[src/rtl/ring_commit_pkg.sv]
package ring_commit_pkg;

    localparam int ADDR_W   = 64;
    localparam int LEN_W    = 16;
    localparam int ENTRY_W  = 128;

    // flag bit positions inside the 32-bit flags word
    localparam int FLAG_CHAIN = 0;
    localparam int FLAG_EOB   = 8;
    localparam int FLAG_EOT   = 9;
    localparam int FLAG_BEI   = 10;
    localparam int TYPE_LSB   = 16;

    localparam logic [7:0] KIND_DATA = 8'h02;
    localparam logic [7:0] KIND_CMD  = 8'h03;

    typedef enum logic [1:0] {
        S_IDLE    = 2'd0,
        S_FILL    = 2'd1,
        S_PUBLISH = 2'd2,
        S_RING    = 2'd3
    } commit_state_e;

    typedef struct packed {
        logic [31:0]       flags;
        logic [15:0]       rsvd;
        logic [LEN_W-1:0]  len_op;
        logic [ADDR_W-1:0] addr;
    } ring_desc_t;

endpackage

[src/rtl/rce_desc_format.sv]
module rce_desc_format
    import ring_commit_pkg::*;
(
    input  logic [ADDR_W-1:0] addr,
    input  logic [LEN_W-1:0]  len,
    input  logic              is_cmd,
    input  logic [LEN_W-1:0]  opcode,
    input  logic              last,
    input  logic              outbound,
    output ring_desc_t        desc
);

    logic [31:0] flags_w;

    always_comb begin
        flags_w = '0;
        flags_w[TYPE_LSB +: 8] = is_cmd ? KIND_CMD : KIND_DATA;
        if (last) begin
            flags_w[FLAG_EOT] = 1'b1;
            flags_w[FLAG_BEI] = outbound;
        end else begin
            flags_w[FLAG_CHAIN] = 1'b1;
        end
    end

    always_comb begin
        desc.addr   = addr;
        desc.len_op = is_cmd ? opcode : len;
        desc.rsvd   = '0;
        desc.flags  = flags_w;
    end

endmodule

[src/rtl/rce_slot_ptr.sv]
module rce_slot_ptr #(
    parameter int RING_DEPTH = 16,
    parameter int IDX_W      = 16,
    parameter int MAX_SEGS   = 16,
    parameter int SLOT_W     = $clog2(RING_DEPTH)
) (
    input  logic              clk,
    input  logic              rst_n,
    input  logic              seg_take,
    input  logic              advance,
    output logic [IDX_W-1:0]  prod_idx,
    output logic [SLOT_W-1:0] wr_slot
);

    localparam int OFF_W = $clog2(MAX_SEGS + 1);

    logic [IDX_W-1:0] prod_q;
    logic [OFF_W-1:0] off_q;
    logic [IDX_W-1:0] wr_sum;

    always_ff @(posedge clk or negedge rst_n) begin
        if (!rst_n) begin
            prod_q <= '0;
            off_q  <= '0;
        end else if (advance) begin
            prod_q <= prod_q + IDX_W'(off_q);
            off_q  <= '0;
        end else if (seg_take) begin
            off_q  <= off_q + 1'b1;
        end
    end

    // power-of-two depth: slot is the low bits of index plus offset
    assign wr_sum   = prod_q + IDX_W'(off_q);
    assign wr_slot  = wr_sum[SLOT_W-1:0];
    assign prod_idx = prod_q;


    off_limit_chk: assert property (@(posedge clk) disable iff (!rst_n)
        32'(off_q) <= MAX_SEGS);


    idx_step_chk: assert property (@(posedge clk) disable iff (!rst_n)
        (advance && off_q != '0) |=> (prod_q != $past(prod_q)));

endmodule

[src/rtl/rce_tx_stats.sv]
module rce_tx_stats #(
    parameter int STATS_EN = 1,
    parameter int TXN_W    = 32,
    parameter int BYTE_W   = 48,
    parameter int LEN_W    = 16,
    parameter int SUM_W    = 21
) (
    input  logic              clk,
    input  logic              rst_n,
    input  logic              seg_take,
    input  logic [LEN_W-1:0]  seg_len,
    input  logic              publish,
    input  logic              outbound,
    output logic [TXN_W-1:0]  rec_txn_cnt,
    output logic [BYTE_W-1:0] rec_byte_cnt,
    output logic [SUM_W-1:0]  rec_txn_bytes
);

    generate
        if (STATS_EN != 0) begin : g_stats
            logic [TXN_W-1:0]  txn_q;
            logic [BYTE_W-1:0] byte_q;
            logic [SUM_W-1:0]  sum_q;
            logic [TXN_W-1:0]  rec_txn_q;
            logic [BYTE_W-1:0] rec_byte_q;
            logic [SUM_W-1:0]  rec_sum_q;

            always_ff @(posedge clk or negedge rst_n) begin
                if (!rst_n) begin
                    txn_q      <= '0;
                    byte_q     <= '0;
                    sum_q      <= '0;
                    rec_txn_q  <= '0;
                    rec_byte_q <= '0;
                    rec_sum_q  <= '0;
                end else if (publish) begin
                    if (outbound) begin
                        rec_txn_q  <= txn_q;
                        rec_byte_q <= byte_q;
                        rec_sum_q  <= sum_q;
                        txn_q      <= txn_q + 1'b1;
                        byte_q     <= byte_q + BYTE_W'(sum_q);
                    end
                    sum_q <= '0;
                end else if (seg_take) begin
                    sum_q <= sum_q + SUM_W'(seg_len);
                end
            end

            assign rec_txn_cnt   = rec_txn_q;
            assign rec_byte_cnt  = rec_byte_q;
            assign rec_txn_bytes = rec_sum_q;


            inbound_hold_chk: assert property (@(posedge clk) disable iff (!rst_n)
                (publish && !outbound) |=> (rec_txn_cnt == $past(rec_txn_cnt)
                                            && rec_byte_cnt == $past(rec_byte_cnt)));


            outbound_step_chk: assert property (@(posedge clk) disable iff (!rst_n)
                (publish && outbound) |=> (txn_q == rec_txn_cnt + 1'b1));
        end else begin : g_nostats
            assign rec_txn_cnt   = '0;
            assign rec_byte_cnt  = '0;
            assign rec_txn_bytes = '0;
        end
    endgenerate

endmodule

[src/rtl/ring_commit_engine.sv]
module ring_commit_engine
    import ring_commit_pkg::*;
#(
    parameter int RING_DEPTH = 16,
    parameter int IDX_W      = 16,
    parameter int MAX_SEGS   = 16,
    parameter int TXN_W      = 32,
    parameter int BYTE_W     = 48,
    parameter int STATS_EN   = 1,
    parameter int SLOT_W     = $clog2(RING_DEPTH),
    parameter int SUM_W      = 16 + $clog2(MAX_SEGS + 1)
) (
    input  logic              clk,
    input  logic              rst_n,
    input  logic              seg_valid,
    output logic              seg_ready,
    input  logic [63:0]       seg_addr,
    input  logic [15:0]       seg_len,
    input  logic              seg_is_cmd,
    input  logic [15:0]       seg_opcode,
    input  logic              seg_last,
    input  logic              seg_ring_db,
    input  logic              dir_outbound,
    input  logic [IDX_W-1:0]  free_left,
    output logic              rw_en,
    output logic [SLOT_W-1:0] rw_slot,
    output logic [127:0]      rw_data,
    output logic [IDX_W-1:0]  prod_idx,
    output logic              commit_done,
    output logic              doorbell,
    output logic [TXN_W-1:0]  rec_txn_cnt,
    output logic [BYTE_W-1:0] rec_byte_cnt,
    output logic [SUM_W-1:0]  rec_txn_bytes
);

    commit_state_e state_q, state_d;
    logic          seg_take;
    logic          publish;
    logic          db_req_q;
    logic [SLOT_W-1:0] wr_slot;
    ring_desc_t    fmt_desc;

    assign seg_take = seg_valid && seg_ready;

    // state register
    always_ff @(posedge clk or negedge rst_n) begin
        if (!rst_n) state_q <= S_IDLE;
        else        state_q <= state_d;
    end

    // transitions
    always_comb begin
        state_d = state_q;
        unique case (state_q)
            S_IDLE:    if (seg_take) state_d = seg_last ? S_PUBLISH : S_FILL;
            S_FILL:    if (seg_take && seg_last) state_d = S_PUBLISH;
            S_PUBLISH: state_d = S_RING;
            S_RING:    state_d = S_IDLE;
            default:   state_d = S_IDLE;
        endcase
    end

    // outputs
    always_comb begin
        seg_ready   = 1'b0;
        publish     = 1'b0;
        commit_done = 1'b0;
        doorbell    = 1'b0;
        unique case (state_q)
            S_IDLE, S_FILL: seg_ready = 1'b1;
            S_PUBLISH:      publish   = 1'b1;
            S_RING: begin
                commit_done = 1'b1;
                doorbell    = db_req_q || (free_left == '0);
            end
            default: ;
        endcase
    end

    always_ff @(posedge clk or negedge rst_n) begin
        if (!rst_n)                    db_req_q <= 1'b0;
        else if (seg_take && seg_last) db_req_q <= seg_ring_db;
    end

    rce_desc_format u_fmt (
        .addr     (seg_addr),
        .len      (seg_len),
        .is_cmd   (seg_is_cmd),
        .opcode   (seg_opcode),
        .last     (seg_last),
        .outbound (dir_outbound),
        .desc     (fmt_desc)
    );

    rce_slot_ptr #(
        .RING_DEPTH (RING_DEPTH),
        .IDX_W      (IDX_W),
        .MAX_SEGS   (MAX_SEGS),
        .SLOT_W     (SLOT_W)
    ) u_ptr (
        .clk      (clk),
        .rst_n    (rst_n),
        .seg_take (seg_take),
        .advance  (publish),
        .prod_idx (prod_idx),
        .wr_slot  (wr_slot)
    );

    rce_tx_stats #(
        .STATS_EN (STATS_EN),
        .TXN_W    (TXN_W),
        .BYTE_W   (BYTE_W),
        .LEN_W    (LEN_W),
        .SUM_W    (SUM_W)
    ) u_stats (
        .clk           (clk),
        .rst_n         (rst_n),
        .seg_take      (seg_take),
        .seg_len       (seg_len),
        .publish       (publish),
        .outbound      (dir_outbound),
        .rec_txn_cnt   (rec_txn_cnt),
        .rec_byte_cnt  (rec_byte_cnt),
        .rec_txn_bytes (rec_txn_bytes)
    );

    // registered ring write port
    always_ff @(posedge clk or negedge rst_n) begin
        if (!rst_n) begin
            rw_en   <= 1'b0;
            rw_slot <= '0;
            rw_data <= '0;
        end else begin
            rw_en <= seg_take;
            if (seg_take) begin
                rw_slot <= wr_slot;
                rw_data <= fmt_desc;
            end
        end
    end


    mid_chain_chk: assert property (@(posedge clk) disable iff (!rst_n)
        (seg_take && !seg_last) |=> (rw_en && rw_data[96 + FLAG_CHAIN]
                                     && !rw_data[96 + FLAG_EOT]));


    last_eot_chk: assert property (@(posedge clk) disable iff (!rst_n)
        (seg_take && seg_last) |=> (rw_en && rw_data[96 + FLAG_EOT]
                                    && !rw_data[96 + FLAG_CHAIN]));


    busy_after_last_chk: assert property (@(posedge clk) disable iff (!rst_n)
        (seg_take && seg_last) |=> !seg_ready);


    idx_only_on_done_chk: assert property (@(posedge clk) disable iff (!rst_n)
        (prod_idx != $past(prod_idx)) |-> commit_done);


    db_in_done_chk: assert property (@(posedge clk) disable iff (!rst_n)
        doorbell |-> commit_done);

endmodule

[config.mk]
export PLATFORM = sky130hd
export DESIGN_NAME = ring_commit_engine
export DESIGN_NICKNAME = d
export VERILOG_FILES = /design/src/rtl/ring_commit_pkg.sv /design/src/rtl/rce_desc_format.sv /design/src/rtl/rce_slot_ptr.sv /design/src/rtl/rce_tx_stats.sv /design/src/rtl/ring_commit_engine.sv
export SDC_FILE = /design/constraint.sdc
export NUM_CORES = 1
export LEC_CHECK = 0
export ABC_AREA = 0
export CORE_ASPECT_RATIO = 2
export CORE_MARGIN = 3
export CORE_UTILIZATION = 40
export CTS_CLUSTER_SIZE = 40
export DETAILED_ROUTE_END_ITERATION = 8
export PLACE_DENSITY = 0.7
export SLEW_MARGIN = 20
export SYNTH_ARGS = -nofsm -noshare
export SYNTH_HDL_FRONTEND = slang
export SYNTH_SLANG_ARGS = --single-unit
[constraint.sdc]
create_clock -name clk -period 2.2 [get_ports clk]
set_input_delay 0.44 -clock clk [delete_from_list [all_inputs] [get_ports clk]]
set_output_delay 0.44 -clock clk [all_outputs]
set_load 0.03 [all_outputs]
==> impl_metrics.json <==
{
  "outcome": "complete, but fails checks",
  "violations": "setup timing",
  "crit_family": "compound AO/OA/AOI/OAI gates",
  "track_usage": 0.227,
  "hold_path_class": "input port to async pin",
  "synth_cells": 1635,
  "crit_top_cell": "a21oi_4",
  "grt_pass1_vias": 13978,
  "ir_worst_vdd_uv": 1050,
  "fin_area_um2": 22300,
  "dr_total_vias": 13239,
  "endpoint_kind": "register",
  "fmaxAchievable_mhz": 405,
  "clk_pin_slew_ns": 0.07,
  "gp_congestion": 0.898,
  "cts_sinks": 316,
  "wl_per_cell_um": 17.6,
  "num_rows": 99,
  "power_frac_clock": 0.194,
  "cts_tree": "yes",
  "initial_core_util": 0.409,
  "num_antenna_cells": 0,
  "finalHoldViolations": 0,
  "power_frac_seq": 0.304,
  "grt_max_degree": 110,
  "worst_path_largest_cell_delay_ns": 0.46,
  "hold_ws_ns": 0.336,
  "p_sw_mw": 11.6,
  "die_y_um": 280,
  "dp_hpwl_um": 33000,
  "port_buffers": 328,
  "h-tree-depth": 1,
  "async_reset_ff_frac": 1.00,
  "ff_latch_area_um2": 7920,
  "period_minus_slack_ns": 2.47,
  "die_x_um": 143,
  "criticalPathCategory": "register to register",
  "grt.overflow.total": 0,
  "reg2reg_from": "u_stats.g_stats.sum_q[8]",
  "drtIter0Drc": 515,
  "setup_viol": 45,
  "tightest_slew_ns": 0.502,
  "via_per_inst": 5.07,
  "cp.buffers_inverters": 3,
  "ys_types": 66,
  "cpMaxStageDelayCell": "dfrtp_2",
  "worst_slack_ns": -0.268,
  "start_kind": "register",
  "leakagePower_nw": 11.2,
  "design.die.area_um2": 40100,
  "arrival_ns": 2.95,
  "synth.avg_cell_area_um2": 9.21,
  "multi_input_area_um2": 7540,
  "rr_worst_depth": 11,
  "fin_tns_setup_ns": -6.69,
  "drive_gt1_frac": 0.192,
  "ys.flop_type": "dfrtp_1",
  "power_mw": 28.2,
  "relSlewSlack": 0.665,
  "combPwrFrac": 0.501,
  "fillers": 3047,
  "syn_area_um2": 15100,
  "cap_violations": 0,
  "synth_top_area_cell": "dfrtp_1",
  "ys_seq_area_frac": 0.525,
  "core_um2": 36800,
  "synth_warnings": 0,
  "rsz0062_at_grt": "true",
  "internal_power_mw": 16.6,
  "fin_crit_sh": 1.12,
  "post-place-ws_ns": -0.915,
  "cp.required_ns": 2.69,
  "regToRegSetupSlack_ns": -0.27,
  "io_pins": 372,
  "synth_top_area_share": 0.525,
  "worstPathMaxFanout": 6,
  "ys_seq_elements": 316,
  "drt-total-wl_um": 46000,
  "clock_path_buffers": 3,
  "drv_slew": 0,
  "path_cells": "ha_4 -> buf_6 -> o21ai_2 -> buf_4 -> o211ai_1 -> a211oi_2 -> a21oi_4 -> a21oi_4 -> buf_12 -> nor4_2 -> xor2_1",
  "drc": 0,
  "synth_top_cells_by_area": "dfrtp_1, nand2_1, ha_1",
  "r2r-end": "u_stats.g_stats.byte_q[40]",
  "syn2layout_area_growth_pct": 48.3,
  "root_buffer": "clkbuf_16",
  "synth_edf_count": 0,
  "power_density_nw_per_um2": 1260,
  "grt_antenna_before_repair": 0,
  "finalNetCount": 2305,
  "ant_nets": 0,
  "clock_latency_ns": 0.59,
  "dr.pass1.iters": 5,
  "dpl-instance-area_um2": 20000,
  "grt_pass1_wl_um": 72900,
  "cts_buffers": 30,
  "p_sw_frac": 0.411,
  "skew_ns": 0.0297
}
-- final cells by class --
class,count,share of cell area
flip-flops and latches,316,0.355
multi-input cells,1226,0.338
repair buffers,539,0.232
clock buffers,37,0.0371
well taps,454,0.0254
clock inverters,17,0.00931
inverters,22,0.00370
-- cells by family after synthesis --
kind of cell,after synthesis,share of synthesized area
other,1,0.000249
muxes,24,0.0165
AOI/OAI and AO/OA,195,0.0822
buffers and inverters,135,0.0457
adders and majority gates,51,0.0439
xor gates and xnor gates,95,0.0553
and+or+nand+nor,818,0.231
DFF,316,0.525
-- metal layers --
layer  vias up  share of wire  track usage
met1      6389           0.34        0.231
met3       106          0.063       0.0491
met5         -              0            0
met2       447           0.55        0.434
li1       6297              -            -
met4         0          0.049       0.0951
-- registers in the layout (all words and copies together) (netlist names), 5 cells and up --
signal                  cells
rw_data                    85
u_stats.g_stats.byte_q     48
u_stats.rec_byte_cnt       48
u_stats.g_stats.txn_q      32
u_stats.rec_txn_cnt        32
u_stats.g_stats.sum_q      21
u_stats.rec_txn_bytes      21
u_ptr.prod_idx             16
u_ptr.off_q                 5
-- synth_stat cells, types with 4 or more instances --
cell type	number
nand2_1	627
dfrtp_1	316
o21ai_0	61
clkbuf_1	57
xor2_1	49
ha_1	48
nor2_1	48
xnor2_1	46
buf_4	43
a21oi_1	41
nand3_1	29
inv_1	21
a21o_1	20
nor3_1	20
mux2i_1	18
nand4_1	16
and3_1	15
nor4_1	13
a211oi_1	9
nor2b_1	8
nor4b_1	8
a31oi_1	7
buf_1	7
o211ai_1	7
o21a_1	7
and2_1	6
mux2_2	6
o21bai_1	6
a211o_1	5
a21oi_2	4
nand2b_1	4
nand3b_1	4
nor3b_1	4
o21ai_1	4
o31ai_1	4
or3_1	4
-- worst max path at each step --
stage	startpoint	end	slack [ns]	cells after the start
after floorplan	seg_len[0]	u_stats.g_stats.sum_q[20]	-0.12	10
after global placement	seg_len[0]	u_stats.g_stats.sum_q[20]	-0.91	12
after detailed placement	seg_len[0]	u_stats.g_stats.sum_q[20]	-0.91	12
after CTS	u_stats.g_stats.sum_q[0]	u_stats.g_stats.byte_q[16]	-0.25	9
after global routing	u_stats.g_stats.sum_q[0]	u_stats.g_stats.byte_q[16]	-0.35	9
final	u_stats.g_stats.sum_q[8]	u_stats.g_stats.byte_q[40]	-0.27	11
-- placed cells by master, fill, tap and decap left out, types with 6 or more instances in the layout --
| master | netlist | routed |
|---|---|---|
| clkdlybuf4s50_1 | 0 | 316 |
| clkinv_2 | 0 | 9 |
| xor2_1 | 49 | 49 |
| nand2_2 | 0 | 6 |
| a21oi_1 | 41 | 28 |
| buf_12 | 0 | 14 |
| a21oi_2 | 4 | 11 |
| and3_1 | 15 | 15 |
| o21bai_1 | 6 | 6 |
| nor2b_1 | 8 | 7 |
| nand3_1 | 29 | 25 |
| clkbuf_16 | 0 | 31 |
| ha_4 | 0 | 18 |
| o211ai_1 | 7 | 7 |
| conb_1 | 1 | 43 |
| dfrtp_1 | 316 | 307 |
| nor3_1 | 20 | 12 |
| a21oi_4 | 0 | 6 |
| ha_1 | 48 | 25 |
| nor4_2 | 0 | 6 |
| buf_6 | 2 | 27 |
| xnor2_1 | 46 | 44 |
| a21o_1 | 20 | 19 |
| o21a_1 | 7 | 6 |
| nor3_4 | 0 | 7 |
| o21ai_1 | 4 | 11 |
| o21ai_0 | 61 | 50 |
| nand2_1 | 627 | 617 |
| mux2i_1 | 18 | 18 |
| inv_1 | 21 | 17 |
| buf_4 | 43 | 170 |
| dfrtp_2 | 0 | 9 |
| nor2_1 | 48 | 41 |
| nand4_1 | 16 | 16 |
-- timing repair --
action / in CTS / in global routing
buffers inserted: 17 / 17
gates resized for setup: 122 / 85
hold buffers: 1 / 0
cloned: 0 / 1
pin swaps: 65 / 67
endpoints found under the hold margin: 31 / 0
endpoints found under the setup margin: 59 / 67
-- power groups by stage --
stage | registers [mW] | clock network, mW | logic, mW
5_1_grt | 8.75 | 5.85 | 15.3
3_3_place_gp | 8.51 | 0 | 12.7
2_1_floorplan | 10.6 | 0 | 4.80
3_5_place_dp | 8.57 | 0 | 12.9
6_report | 8.57 | 5.48 | 14.1
4_1_cts | 8.58 | 5.65 | 13.7
-- through the flow --
step | cells | util
3_5_place_dp | 2523 | 0.544
6_report | 2611 | 0.607
5_1_grt | 2611 | 0.607
2_1_floorplan | 1677 | -
4_1_cts | 2593 | 0.592
3_3_place_gp | 2523 | 0.544
No activity file was read; power rests on OpenSTA's default activity.
